--- src/rtl/bytewide_access_pkg.sv ---
package bytewide_access_pkg;
  typedef enum logic [1:0] {
    MODE_IDLE   = 2'd0,
    MODE_RD_HIZ = 2'd1,
    MODE_RD     = 2'd2,
    MODE_WR     = 2'd3
  } access_mode_t;
endpackage

--- src/rtl/bwa_pwr_guard.sv ---
module bwa_pwr_guard #(
  parameter int SYNC_STAGES  = 2,
  parameter int RECOV_CYCLES = 2_500_000
) (
  input  logic clk,
  input  logic rst_n,
  input  logic pg_raw,
  output logic pg_ok,
  output logic lockout
);
  localparam int CNT_W = $clog2(RECOV_CYCLES + 1);
  localparam logic [CNT_W-1:0] CNT_MAX = CNT_W'(RECOV_CYCLES);

  logic [SYNC_STAGES-1:0] sync_q;
  logic [CNT_W-1:0]       recov_cnt;

  always_ff @(posedge clk) begin
    if (!rst_n) sync_q <= '0;
    else        sync_q <= {sync_q[SYNC_STAGES-2:0], pg_raw};
  end

  assign pg_ok = sync_q[SYNC_STAGES-1];

  always_ff @(posedge clk) begin
    if (!rst_n || !pg_ok)      recov_cnt <= '0;
    else if (recov_cnt != CNT_MAX) recov_cnt <= recov_cnt + 1'b1;
  end

  assign lockout = !pg_ok || (recov_cnt != CNT_MAX);


  cnt_limit_chk: assert property (@(posedge clk) disable iff (!rst_n)
    recov_cnt <= CNT_MAX);

  cnt_clear_chk: assert property (@(posedge clk) disable iff (!rst_n)
    !pg_ok |=> recov_cnt == '0);
endmodule

--- src/rtl/bwa_mode_decode.sv ---
module bwa_mode_decode
  import bytewide_access_pkg::*;
(
  input  logic         sel_n,
  input  logic         rd_gate_n,
  input  logic         wr_strobe_n,
  input  logic         inhibit,
  input  logic         wr_hold,
  output access_mode_t mode
);
  always_comb begin
    if (sel_n || inhibit)   mode = MODE_IDLE;
    else if (!wr_strobe_n)  mode = wr_hold ? MODE_IDLE : MODE_WR;
    else if (!rd_gate_n)    mode = MODE_RD;
    else                    mode = MODE_RD_HIZ;
  end
endmodule

--- src/rtl/bwa_write_track.sv ---
module bwa_write_track
  import bytewide_access_pkg::*;
(
  input  logic         clk,
  input  logic         rst_n,
  input  logic         sel_n,
  input  logic         wr_strobe_n,
  input  logic         lockout,
  input  access_mode_t mode,
  output logic         wr_hold,
  output logic         commit
);
  logic active_q;

  always_ff @(posedge clk) begin
    if (!rst_n) begin
      wr_hold  <= 1'b0;
      active_q <= 1'b0;
      commit   <= 1'b0;
    end else begin
      wr_hold  <= !sel_n && !wr_strobe_n && (lockout || wr_hold);
      active_q <= (mode == MODE_WR);
      commit   <= active_q && (mode != MODE_WR) && !lockout;
    end
  end


  commit_single_chk: assert property (@(posedge clk) disable iff (!rst_n)
    commit |=> !commit);

  lockout_no_commit_chk: assert property (@(posedge clk) disable iff (!rst_n)
    lockout |=> !commit);

  hold_blocks_write_chk: assert property (@(posedge clk) disable iff (!rst_n)
    wr_hold |-> mode != MODE_WR);
endmodule

--- src/rtl/bytewide_access_ctl.sv ---
module bytewide_access_ctl
  import bytewide_access_pkg::*;
#(
  parameter int SYNC_STAGES  = 2,
  parameter int RECOV_CYCLES = 2_500_000
) (
  input  logic       clk,
  input  logic       rst_n,
  input  logic       sel_n,
  input  logic       rd_gate_n,
  input  logic       wr_strobe_n,
  input  logic       pwr_good_in,
  output logic [1:0] access_mode,
  output logic       bus_drive,
  output logic       wr_commit,
  output logic       pfail_n
);
  logic         pg_ok;
  logic         lockout;
  logic         wr_hold;
  access_mode_t mode;

  bwa_pwr_guard #(.SYNC_STAGES(SYNC_STAGES), .RECOV_CYCLES(RECOV_CYCLES)) u_guard (
    .clk(clk), .rst_n(rst_n), .pg_raw(pwr_good_in), .pg_ok(pg_ok), .lockout(lockout)
  );

  bwa_mode_decode u_decode (
    .sel_n(sel_n), .rd_gate_n(rd_gate_n), .wr_strobe_n(wr_strobe_n),
    .inhibit(lockout), .wr_hold(wr_hold), .mode(mode)
  );

  bwa_write_track u_track (
    .clk(clk), .rst_n(rst_n), .sel_n(sel_n), .wr_strobe_n(wr_strobe_n),
    .lockout(lockout), .mode(mode), .wr_hold(wr_hold), .commit(wr_commit)
  );

  assign access_mode = mode;
  assign bus_drive   = (mode == MODE_RD);
  assign pfail_n     = pg_ok;


  lockout_idle_chk: assert property (@(posedge clk) disable iff (!rst_n)
    lockout |-> (access_mode == 2'd0 && !bus_drive));

  drive_cond_chk: assert property (@(posedge clk) disable iff (!rst_n)
    bus_drive |-> (!sel_n && !rd_gate_n && wr_strobe_n));

  write_no_drive_chk: assert property (@(posedge clk) disable iff (!rst_n)
    !wr_strobe_n |-> !bus_drive);

  pfail_lock_chk: assert property (@(posedge clk) disable iff (!rst_n)
    !pfail_n |-> lockout);
endmodule

--- config.mk ---
export PLATFORM = sky130hd
export DESIGN_NAME = bytewide_access_ctl
export DESIGN_NICKNAME = d
export VERILOG_FILES = /design/src/rtl/bytewide_access_pkg.sv /design/src/rtl/bwa_pwr_guard.sv /design/src/rtl/bwa_mode_decode.sv /design/src/rtl/bwa_write_track.sv /design/src/rtl/bytewide_access_ctl.sv
export SDC_FILE = /design/constraint.sdc
export NUM_CORES = 1
export LEC_CHECK = 0
export BUFFER_PORTS_ARGS = -buffer_cell sky130_fd_sc_hd__buf_4
export CORE_AREA = 4 4 57 59
export CTS_BUF_LIST = sky130_fd_sc_hd__clkbuf_4
export DETAILED_ROUTE_END_ITERATION = 10
export DIE_AREA = 0 0 61 63
export GPL_TIMING_DRIVEN = 0
export HOLD_SLACK_MARGIN = 0.15
export MAX_ROUTING_LAYER = met4
export PLACE_DENSITY = 0.66
export SLEW_MARGIN = 5
export SYNTH_ARGS = -nofsm -noshare
export SYNTH_HDL_FRONTEND = slang
export SYNTH_SLANG_ARGS = --single-unit
--- constraint.sdc ---
create_clock -name clk -period 3.21 [get_ports clk]
set_clock_uncertainty 0.15 [all_clocks]
set_input_delay 0 -clock clk [delete_from_list [all_inputs] [get_ports clk]]
set_output_delay 0 -clock clk [all_outputs]
set_load 0.03 [all_outputs]
==> impl_metrics.py, run 1 <==
metrics = {
    "routing": {
        "drc_errors": 0,
        "vias": 1154,
        "viasPerCell": 5.66,
        "wl_mm": 2.79,
        "wl_per_cell_um": 13.7,
        "drtPass1Iterations": 4,
        "ant_nets": 0,
        "drt_iter0_markers": 49,
    },
    "setup_path": {
        "crit_path_start_kind": "register",
        "end_kind": "register",
        "worstPathRequired_ps": 3350,
        "critPathKind": "reg -> reg",
        "crit_fanout": 6,
        "cp_data_arrival_time_ps": 2370,
    },
    "yosys": {
        "syn_inst": 153,
        "synth_seq_cells": 27,
        "synth_edf_count": 0,
        "syn_area_per_cell_um2": 8.62,
        "syn-num-nets": 161,
        "yosysSeqAreaShare_pct": 41.0,
        "async_reset_ff_share_pct": 0,
        "yosys_warnings": 0,
        "synth_area_mm2": 0.00132,
        "post_synth_num_cell_types": 37,
        "ys.flop_type": "dfxtp_1",
    },
    "die": {
        "die_area_mm2": 0.00384,
        "start_util_pct": 48.7,
        "die_w_um": 61,
        "core_area_mm2": 0.00271,
        "pin_count": 11,
        "rows": 19,
        "die_h_um": 63,
    },
    "placed_design": {
        "io_buffers": 10,
        "place_hpwl_mm": 2.03,
        "place.gp.congestion": 0.807,
    },
    "clock_network": {
        "cts_root_buffer": "clkbuf_4",
        "clock_sinks": 27,
        "cts_inserted_buffers": 3,
        "tritoncts": "done",
        "post-cts-setup-buffers": 0,
        "clk_pin_slew_ps": 160,
        "cts_max_level": 1,
        "clockBufferDepth": 2,
        "clkLatencyLatePin_ps": 330,
    },
    "cells_and_area": {
        "seqCellArea_um2": 541,
        "drive_gt1_share_pct": 15.0,
        "syn2layout_area_growth_pct": 15.5,
        "multi_input_area_um2": 731,
        "fin_util_pct": 56.2,
        "fill_cells": 266,
        "fin_nets": 182,
        "antenna_cells": 0,
    },
    "timing": {
        "tightest_slew_ps": 446,
        "rsz0062_at_grt": "no",
        "tns_ps": 0,
        "fmax_mhz": 449,
        "final-hold-violation-count": 0,
        "relSlewSlack_pct": 70.3,
        "post-route-period-util_pct": 69.4,
        "period_minus_slack_ps": 2230,
        "setup_viol": 0,
        "final_max_slew_viol_count": 0,
    },
    "power_and_ir_drop": {
        "comb_power_share_pct": 4.7,
        "seqPwrFrac_pct": 65.5,
        "internal_power_mw": 0.398,
        "p_per_area_mw_per_mm2": 340,
        "p_sw_mw": 0.119,
        "p_sw_share_pct": 23.1,
        "leakage_nw": 0.528,
        "ir_drop_v": 0.000257,
        "clkPwrFrac_pct": 29.7,
    },
    "run": {
        "drv_cap": 0,
    },
    "outcome": {
        "status": "finished, final reports clean",
    },
    "global_route": {
        "grt_pass1_wl_mm": 4.75,
        "grt_pass1_vias": 1039,
        "grt_max_degree": 17,
        "grt_usage_pct": 16.5,
        "overflow": 0,
        "antenna_found_initial": 0,
    },
    "worst_hold_path": {
        "hp-class": "in -> out",
    },
}
==> cells in the final DEF (no fill, tap or decap), types with 3 or more instances in the layout <==
cell           Yosys  final
and4_1             3      3
xor2_1             8      8
dfxtp_1           27     27
or3_1              6      6
buf_4              1     11
nand2_1           13     13
nor3_1             4      4
nor2_1            16     16
nand2b_1           3      3
nand3_1            7      7
nand4_1            4      4
a21oi_1           12     12
clkbuf_4           0      3
and2_1             3      3
nor4_1             5      5
dlygate4sd3_1      0      6
and3_1             3      3
o21ai_0            9      9
inv_1              3      3
==> stage by stage <==
stage / worst slack (ps) / power, mW / hold WS [ps] / instance area [um2] / instances
after floorplan: 1020 / 0.355 / -73.9 / 1320 / 153
after global placement: 1450 / 0.365 / 59.1 / 1430 / 194
after detailed placement: 1390 / 0.366 / 63.8 / 1430 / 194
after CTS: 988 / 0.523 / 236 / 1520 / 204
after global routing: 723 / 0.549 / 281 / 1520 / 204
final: 982 / 0.517 / 236 / 1520 / 204
==> final timing paths <==
kind | from | endpoint | slack, ps | depth (start not counted)
worst min-delay path | rd_gate_n | bus_drive | 240 | 4
worst min register to register | u_guard.sync_q[0] | u_guard.sync_q[1] | 320 | 1
worst max-delay path | u_guard.recov_cnt[0] | u_track.active_q | 980 | 7
worst max register to register | u_guard.recov_cnt[0] | u_track.active_q | 980 | 7
==> power groups by stage <==
stage | Combinational (mW) | Clock [mW] | Sequential [mW]
2_1_floorplan | 0.00843 | 0 | 0.347
3_3_place_gp | 0.0187 | 0 | 0.346
3_5_place_dp | 0.0195 | 0 | 0.346
4_1_cts | 0.0245 | 0.160 | 0.339
5_1_grt | 0.0274 | 0.182 | 0.340
6_report | 0.0244 | 0.154 | 0.339
==> sequential cells by signal, indices dropped and copies added, names as in the netlist <==
register           count
u_guard.sync_q         2
u_track.wr_hold        1
u_track.commit         1
u_guard.recov_cnt     22
u_track.active_q       1
==> Yosys cell counts, types with 4 or more instances <==
master   count  share of area (%)
dfxtp_1     27                 41
nor4_1       5                2.4
nor3_1       4                1.5
a21oi_1     12                4.6
xor2_1       8                5.3
nand4_1      4                1.9
nor2_1      16                4.6
nand2_1     13                3.7
o21ai_0      9                3.4
or3_1        6                2.8
nand3_1      7                2.7
==> cells by family after synthesis <==
group,share of synthesized area (%)
simple gates,35.2
flops,41.0
compound gates,10.7
xor+xnor,5.98
buf+inv,3.61
mux,1.61
fa+ha+maj,1.90
==> timing repair <==
item                       4_1_cts  5_1_grt
gates resized for setup          0        0
hold buffers                     6        0
hold endpoints to repair         8        0
setup endpoints to repair        0        0
==> metal layers <==
metal  up-vias  GRT usage (%)  wire, um
li1        593              -         -
met1       550           22.6      1350
met2         7           24.1      1350
met3         4           3.10        53
met4         0           5.69        26
met5         -              -         0
==> cell type report <==
type,instances,share of cell area [%]
multi-input combinational,117,48.0
inverter,3,0.740
clock inverter,1,0.493
clock buffer,3,1.48
buffer,6,2.38
tap,31,2.55
sequential,27,35.5
timing repair buffer,16,8.87
==> worst max-delay path, cell delays in order, from the launching register on <==
cell           delay [ps]
dfxtp_1               370
inv_1                  90
ha_1                  140
nor3b_1               230
and4_1                290
nand2_2               110
nor4_1                220
dlygate4sd3_1         570
No activity file was read; power rests on OpenSTA's default activity.
==> run 2, diff against run 1 <==
--- a/config.mk
+++ b/config.mk
@@ -5,15 +5,16 @@
 export SDC_FILE = /design/constraint.sdc
 export NUM_CORES = 1
 export LEC_CHECK = 0
+export ABC_AREA = 1
 export BUFFER_PORTS_ARGS = -buffer_cell sky130_fd_sc_hd__buf_4
-export CORE_AREA = 4 4 57 59
+export CORE_AREA = 4 4 59 61
 export CTS_BUF_LIST = sky130_fd_sc_hd__clkbuf_4
 export DETAILED_ROUTE_END_ITERATION = 10
-export DIE_AREA = 0 0 61 63
+export DIE_AREA = 0 0 63 65
 export GPL_TIMING_DRIVEN = 0
 export HOLD_SLACK_MARGIN = 0.15
 export MAX_ROUTING_LAYER = met4
-export PLACE_DENSITY = 0.66
+export PLACE_DENSITY = 0.68
 export SLEW_MARGIN = 5
 export SYNTH_ARGS = -nofsm -noshare
 export SYNTH_HDL_FRONTEND = slang
==> constraint.sdc (replaced) <==
create_clock -name clk -period 1.8 [get_ports clk]
set_clock_uncertainty 0.15 [all_clocks]
set_input_delay 0 -clock clk [delete_from_list [all_inputs] [get_ports clk]]
set_output_delay 0 -clock clk [all_outputs]
set_load 0.03 [all_outputs]
==> run 2 against run 1 <==
Effect of this change:
- routed wire length increased by 7.3%
- sequential power rose by 78%
- non-clock buffer count is 2 higher
- critical path depth up 1
- critical endpoint is now access_mode[1]
==> impl_metrics.py, run 2 <==
metrics = {
    "placed_design": {
        "place_hpwl_mm": 2.11,
        "post-place-ws_ps": 121,
        "io_buffers": 10,
        "place.gp.congestion": 0.764,
    },
    "run": {
        "drv_cap": 0,
    },
    "clock_network": {
        "clkLatencyLatePin_ps": 320,
        "cts_root_buffer": "clkbuf_4",
        "clk_pin_slew_ps": 150,
        "clock_sinks": 27,
        "cts_max_level": 1,
        "tritoncts": "done",
        "clockBufferDepth": 2,
        "cts_inserted_buffers": 3,
    },
    "die": {
        "start_util_pct": 47.4,
        "die_w_um": 63,
        "die_area_mm2": 0.00410,
        "die_h_um": 65,
        "pin_count": 11,
        "core_area_mm2": 0.00298,
        "rows": 20,
    },
    "setup_path": {
        "crit_fanout": 3,
        "r2r-end": "u_guard.recov_cnt[18]",
        "timing.critical_path.mode_cell": "nor2_1",
        "path_cells": "inv_1 -> nand2_1 -> nor2_1 -> nand2_2 -> nor2_4 -> nand4_1 -> nor2_1 -> buf_4",
        "ff2ff_setup_slack_ps": 110,
        "cp_data_arrival_time_ps": 1640,
        "critPathKind": "reg -> out",
        "end_kind": "output pin",
        "slowest_delay_ps": 350,
        "crit_path_start_kind": "register",
        "r2r_start": "u_guard.recov_cnt[1]",
        "worstRegToRegCells": 9,
        "worstPathRequired_ps": 1650,
        "slowest_stage": "dfxtp_1",
    },
    "timing": {
        "setup_viol": 0,
        "final-hold-violation-count": 0,
        "tightest_slew_ps": 354,
        "post-route-period-util_pct": 99.3,
        "worst_slack_ps": 12.0,
        "final_max_slew_viol_count": 0,
        "relSlewSlack_pct": 76.4,
        "tns_ps": 0,
        "period_minus_slack_ps": 1790,
        "rsz0062_at_grt": "yes",
        "fmax_mhz": 559,
    },
    "routing": {
        "viasPerCell": 5.01,
        "wl_per_cell_um": 11.0,
        "drtPass1Iterations": 4,
        "drt_iter0_markers": 83,
        "drc_errors": 0,
        "wl_mm": 2.99,
        "vias": 1364,
        "ant_nets": 0,
        "met1_length_mm": 1.41,
        "wl_met3_um": 91,
        "dr.max_layer_used": "met4",
        "route.met2.wl_mm": 1.46,
    },
    "yosys": {
        "synth_top_area_share_pct": 38.3,
        "post_synth_num_cell_types": 18,
        "async_reset_ff_share_pct": 0,
        "synth_top_family_by_area": "simple AND/OR/NAND/NOR gates",
        "synthTopCellsByArea": "dfxtp_1 (38%), nand2_1 (14%), inv_1 (8.5%)",
        "synthAdderAreaFrac_pct": 1.77,
        "synth_seq_cells": 27,
        "yosys_warnings": 0,
        "syn-num-nets": 220,
        "synth_compound_area_share_pct": 11.3,
        "synth_xor_area_share_pct": 0,
        "yosysSeqAreaShare_pct": 38.3,
        "synthTopCellsByCount": "nand2_1 (54), inv_1 (32), dfxtp_1 (27), nor2_1 (27), a21oi_1 (19)",
        "synth_edf_count": 0,
        "synth_simple_gate_area_share_pct": 39.3,
        "synth.area.mux_share_pct": 0,
        "syn_area_per_cell_um2": 6.66,
        "ys.flop_type": "dfxtp_1",
        "yosys.area.top_type": "dfxtp_1",
        "synth_area_mm2": 0.00141,
        "syn_inst": 212,
        "synth.most_common_cell": "nand2_1",
    },
    "power_and_ir_drop": {
        "ir_drop_v": 0.000407,
        "leakage_nw": 0.643,
        "p_per_area_mw_per_mm2": 532,
    },
    "cells_and_area": {
        "top_register": "u_guard.recov_cnt",
        "reg_top3": "u_guard.recov_cnt (22), u_guard.sync_q (2)",
        "layout_common_cells": "nand2_1 (53), inv_1 (28), nor2_1 (27)",
        "fin_nets": 248,
        "final_common_cell": "nand2_1",
        "antenna_cells": 0,
        "syn2layout_area_growth_pct": 21.8,
        "largest_reg_flops": 22,
        "drive_gt1_share_pct": 22.6,
    },
    "global_route": {
        "antenna_found_initial": 0,
        "grt_pass1_wl_mm": 5.27,
        "grt_usage_pct": 16.4,
        "grt_pass1_vias": 1232,
        "overflow": 0,
        "grt_max_degree": 16,
    },
    "worst_hold_path": {
        "min_from": "rd_gate_n",
        "min_to": "bus_drive",
        "holdPathStages": 5,
        "hp-class": "in -> out",
    },
    "outcome": {
        "status": "finished, final reports clean",
    },
}
run 2: cell count changes after synthesis, moves of 5 or more:
cell     before  now
or3_1         6    0
nand2_1      13   54
inv_1         3   32
nor2_1       16   27
a21oi_1      12   19
nand3_1       7   13
xor2_1        8    0
nor4_1        5    0
run 2: cell type report:
| type | instances | area, um2 |
|---|---|---|
| clock inverters | 1 | 5.00 |
| flip-flops and latches | 27 | 551 |
| multi-input cells | 151 | 785 |
| well taps | 33 | 41.3 |
| clock buffers | 3 | 22.5 |
| plain buffers | 1 | 7.51 |
| repair buffers | 23 | 185 |
| fillers | 289 | 1260 |
| inverters | 33 | 124 |
run 2: what timing repair did:
| item | CTS | global route |
|---|---|---|
| hold buffers | 5 | 0 |
| buffers inserted | 4 | 4 |
| gates resized for setup | 9 | 11 |
| endpoints found under the hold margin | 13 | 0 |
| endpoints found under the setup margin | 3 | 6 |
| pin swaps | 4 | 8 |
run 2: report_power, final:
group / switching, mW / internal (mW) / leakage [nW]
Combinational: 0.0218 / 0.0236 / 0.403
Clock: 0.183 / 0.0834 / 0.0177
Sequential: 0.00198 / 0.601 / 0.222
Total: 0.207 / 0.708 / 0.643
run 2: how the worst max path moves through the flow:
| stage | depth (start not counted) | from | slack, ps | end |
|---|---|---|---|---|
| finish | 8 | u_guard.recov_cnt[11] | 10 | access_mode[1] |
| CTS | 8 | u_guard.recov_cnt[4] | 2 | access_mode[0] |
| floorplan | 8 | u_guard.recov_cnt[0] | 240 | access_mode[0] |
| detailed placement | 8 | u_guard.recov_cnt[1] | 120 | u_guard.recov_cnt[18] |
| global route | 9 | u_guard.recov_cnt[0] | -150 | access_mode[1] |
| global placement | 8 | u_guard.recov_cnt[1] | 150 | u_guard.recov_cnt[18] |
run 2: kinds of logic (layout without fill, tap and decap cells):
logic type | Yosys count | after routing
buffers and inverters | 34 | 61
DFF | 27 | 27
AOI/OAI and AO/OA | 32 | 32
adders and majority gates | 2 | 2
and+or+nand+nor | 117 | 117
run 2: worst max-delay path, delay by kind of cell, from the launching register on:
family	cells	cell delay [ps]
and+or+nand+nor	6	720
DFF	1	350
buffers and inverters	2	250
run 2: metrics by stage:
| stage | hold slack, ps | total power, mW | cells | utilization (%) | cell area (um2) |
|---|---|---|---|---|---|
| floorplan | -56.5 | 0.634 | 212 | - | 1410 |
| global placement | 33.3 | 0.649 | 255 | 51.3 | 1530 |
| detailed placement | 44.6 | 0.650 | 255 | 51.3 | 1530 |
| CTS | 230 | 0.929 | 268 | 55.8 | 1660 |
| global route | 277 | 0.960 | 272 | 57.8 | 1720 |
| finish | 233 | 0.915 | 272 | 57.8 | 1720 |
run 2: metal layers:
layer	up-vias	global-route usage, %
li1	726	-
met1	617	20.5
met2	19	26.5
met3	2	4.16
met4	0	4.13
met5	-	-
==> run 3, diff against run 2 <==
--- a/config.mk
+++ b/config.mk
@@ -5,16 +5,15 @@
 export SDC_FILE = /design/constraint.sdc
 export NUM_CORES = 1
 export LEC_CHECK = 0
-export ABC_AREA = 1
 export BUFFER_PORTS_ARGS = -buffer_cell sky130_fd_sc_hd__buf_4
-export CORE_AREA = 4 4 59 61
+export CORE_AREA = 4 4 57 59
 export CTS_BUF_LIST = sky130_fd_sc_hd__clkbuf_4
 export DETAILED_ROUTE_END_ITERATION = 10
-export DIE_AREA = 0 0 63 65
+export DIE_AREA = 0 0 61 63
 export GPL_TIMING_DRIVEN = 0
 export HOLD_SLACK_MARGIN = 0.15
 export MAX_ROUTING_LAYER = met4
-export PLACE_DENSITY = 0.68
+export PLACE_DENSITY = 0.69
 export SLEW_MARGIN = 5
 export SYNTH_ARGS = -nofsm -noshare
 export SYNTH_HDL_FRONTEND = slang
==> run 3 against run 2 <==
Effect of this change:
- the run now ends with negative setup slack left
- clock-buffer cell count stayed put
- die area is 6.2% lower
- setup slack worse by 140 ps
- critical path depth is 1 lower
- first-iteration DRC count is 36% lower
- fmax is 7.4% lower
- largest cell class unchanged
- largest power group unchanged
==> impl_metrics.py, run 3 (synthesis gave the netlist of run 1 again) <==
metrics = {
    "outcome": {
        "status": "complete, but fails checks",
        "violations": "negative setup slack",
    },
    "die": {
        "die_w_um": 61,
        "start_util_pct": 48.7,
        "die_h_um": 63,
        "core_area_mm2": 0.00271,
        "pin_count": 11,
        "rows": 19,
        "die_area_mm2": 0.00384,
    },
    "cells_and_area": {
        "syn2layout_area_growth_pct": 33.9,
        "final_common_cell": "dfxtp_1",
        "fin_nets": 191,
        "reg_top3": "u_guard.recov_cnt (22), u_guard.sync_q (2)",
        "instances_no_fill": 213,
        "antenna_cells": 0,
        "largest_reg_flops": 22,
        "top_register": "u_guard.recov_cnt",
        "drive_gt1_share_pct": 32.4,
        "layout_common_cells": "dfxtp_1 (20), buf_4 (18), nor2_1 (16), nand2_1 (13), a21oi_1 (12)",
    },
    "setup_path": {
        "crit_path_start_kind": "register",
        "cp_data_arrival_time_ps": 1780,
        "critPathKind": "reg -> out",
        "startpoint": "u_guard.recov_cnt[0]",
        "critPathTopFamily": "simple AND/OR/NAND/NOR gates",
        "crit_path_end": "access_mode[0]",
        "ff2ff_setup_slack_ps": -40,
        "crit_fanout": 4,
        "cp.buffers_inverters": 2,
        "worstRegToRegCells": 7,
        "r2r_start": "u_guard.recov_cnt[0]",
        "worstPathRequired_ps": 1650,
        "slowest_delay_ps": 360,
        "r2r-end": "u_guard.recov_cnt[10]",
        "path_cells": "inv_2 -> ha_4 -> nor3b_4 -> and4_4 -> nand2_8 -> nor4_4 -> buf_6",
        "slowest_stage": "dfxtp_2",
        "crit_cells": 7,
        "end_kind": "output pin",
    },
    "clock_network": {
        "clkLatencyLatePin_ps": 330,
        "cts_root_buffer": "clkbuf_4",
        "cts_inserted_buffers": 3,
        "tritoncts": "done",
        "clockBufferDepth": 2,
        "clk_pin_slew_ps": 150,
        "cts_max_level": 1,
        "clock_sinks": 27,
    },
    "placed_design": {
        "place_hpwl_mm": 1.97,
        "place.gp.congestion": 0.875,
        "io_buffers": 10,
        "post-place-cells": 194,
    },
    "power_and_ir_drop": {
        "finalPower_mw": 0.923,
        "p_per_area_mw_per_mm2": 523,
        "leakage_nw": 0.618,
        "ir_drop_v": 0.000512,
    },
    "timing": {
        "rsz0062_at_grt": "yes",
        "post-route-period-util_pct": 107,
        "setup_viol": 7,
        "period_minus_slack_ps": 1930,
        "tns_ps": -443,
        "worst_slack_ps": -131,
        "relSlewSlack_pct": 68.0,
        "final-hold-violation-count": 0,
        "fmax_mhz": 518,
        "final_max_slew_viol_count": 0,
        "tightest_slew_ps": 481,
    },
    "routing": {
        "wl_mm": 3.21,
        "vias": 1226,
        "drc_errors": 0,
        "drtPass1Iterations": 4,
        "ant_nets": 0,
        "viasPerCell": 5.76,
        "drt_iter0_markers": 53,
        "wl_per_cell_um": 15.1,
    },
    "global_route": {
        "grt_pass1_wl_mm": 5.59,
        "overflow": 0,
        "grt_usage_pct": 19.1,
        "grt_pass1_vias": 1228,
        "grt_max_degree": 16,
        "antenna_found_initial": 0,
    },
    "run": {
        "drv_cap": 0,
    },
    "worst_hold_path": {
        "hp-class": "in -> out",
    },
}
run 3: stage by stage:
| stage | utilization [%] | instance area [um2] | hold WS (ps) | setup slack [ps] |
|---|---|---|---|---|
| 2_1_floorplan | - | 1340 | -77.6 | -64.8 |
| 3_3_place_gp | 53.6 | 1450 | 59.4 | 24.5 |
| 3_5_place_dp | 53.6 | 1450 | 62.5 | -41.3 |
| 4_1_cts | 63.8 | 1730 | 251 | -116 |
| 5_1_grt | 65.1 | 1770 | 262 | -252 |
| 6_report | 65.1 | 1770 | 248 | -131 |
run 3: final cells by class:
type | instances | area (um2)
repair buffers | 25 | 211
clock buffers | 3 | 22.5
plain buffers | 6 | 43.8
flip-flops and latches | 27 | 549
multi-input cells | 117 | 883
fillers | 214 | 945
clock inverters | 1 | 5.00
inverters | 3 | 11.3
well taps | 31 | 38.8
run 3: power breakdown:
part | internal, mW | switching (mW)
Combinational | 0.0285 | 0.0279
Clock | 0.0833 | 0.179
Sequential | 0.601 | 0.00250
run 3: worst min path at each step:
stage                      startpoint                end  slack [ps]  cells past startpoint
after detailed placement  pwr_good_in  u_guard.sync_q[0]          60                      2
after floorplan                 sel_n     access_mode[0]         -80                      1
after CTS                   rd_gate_n          bus_drive         250                      4
after global placement    pwr_good_in  u_guard.sync_q[0]          60                      2
after global routing        rd_gate_n          bus_drive         260                      4
final                       rd_gate_n          bus_drive         250                      4
run 3: worst reg2reg max path, delay by kind of cell, from the launching register on:
family	cells	cell delay, ps
AO/OA/AOI/OAI	1	80
adder cells (fa/ha/maj)	1	180
buffers and inverters	2	260
AND/OR/NAND/NOR	3	740
flip-flops	1	370
run 3: layer usage:
layer / wire length [um] / track usage [%] / part of all wire, % / up-vias
met4: 18 / 5.96 / 0.56 / 0
met5: 0 / - / 0 / -
met3: 156 / 3.10 / 4.9 / 2
li1: - / - / - / 606
met1: 1380 / 24.2 / 43 / 590
met2: 1660 / 30.6 / 52 / 28
run 3: timing repair:
action	CTS	global route
setup endpoints to repair	6	20
setup buffers	10	3
hold endpoints to repair	9	0
pin swaps	11	4
hold buffers	5	0
gates resized for setup	29	13
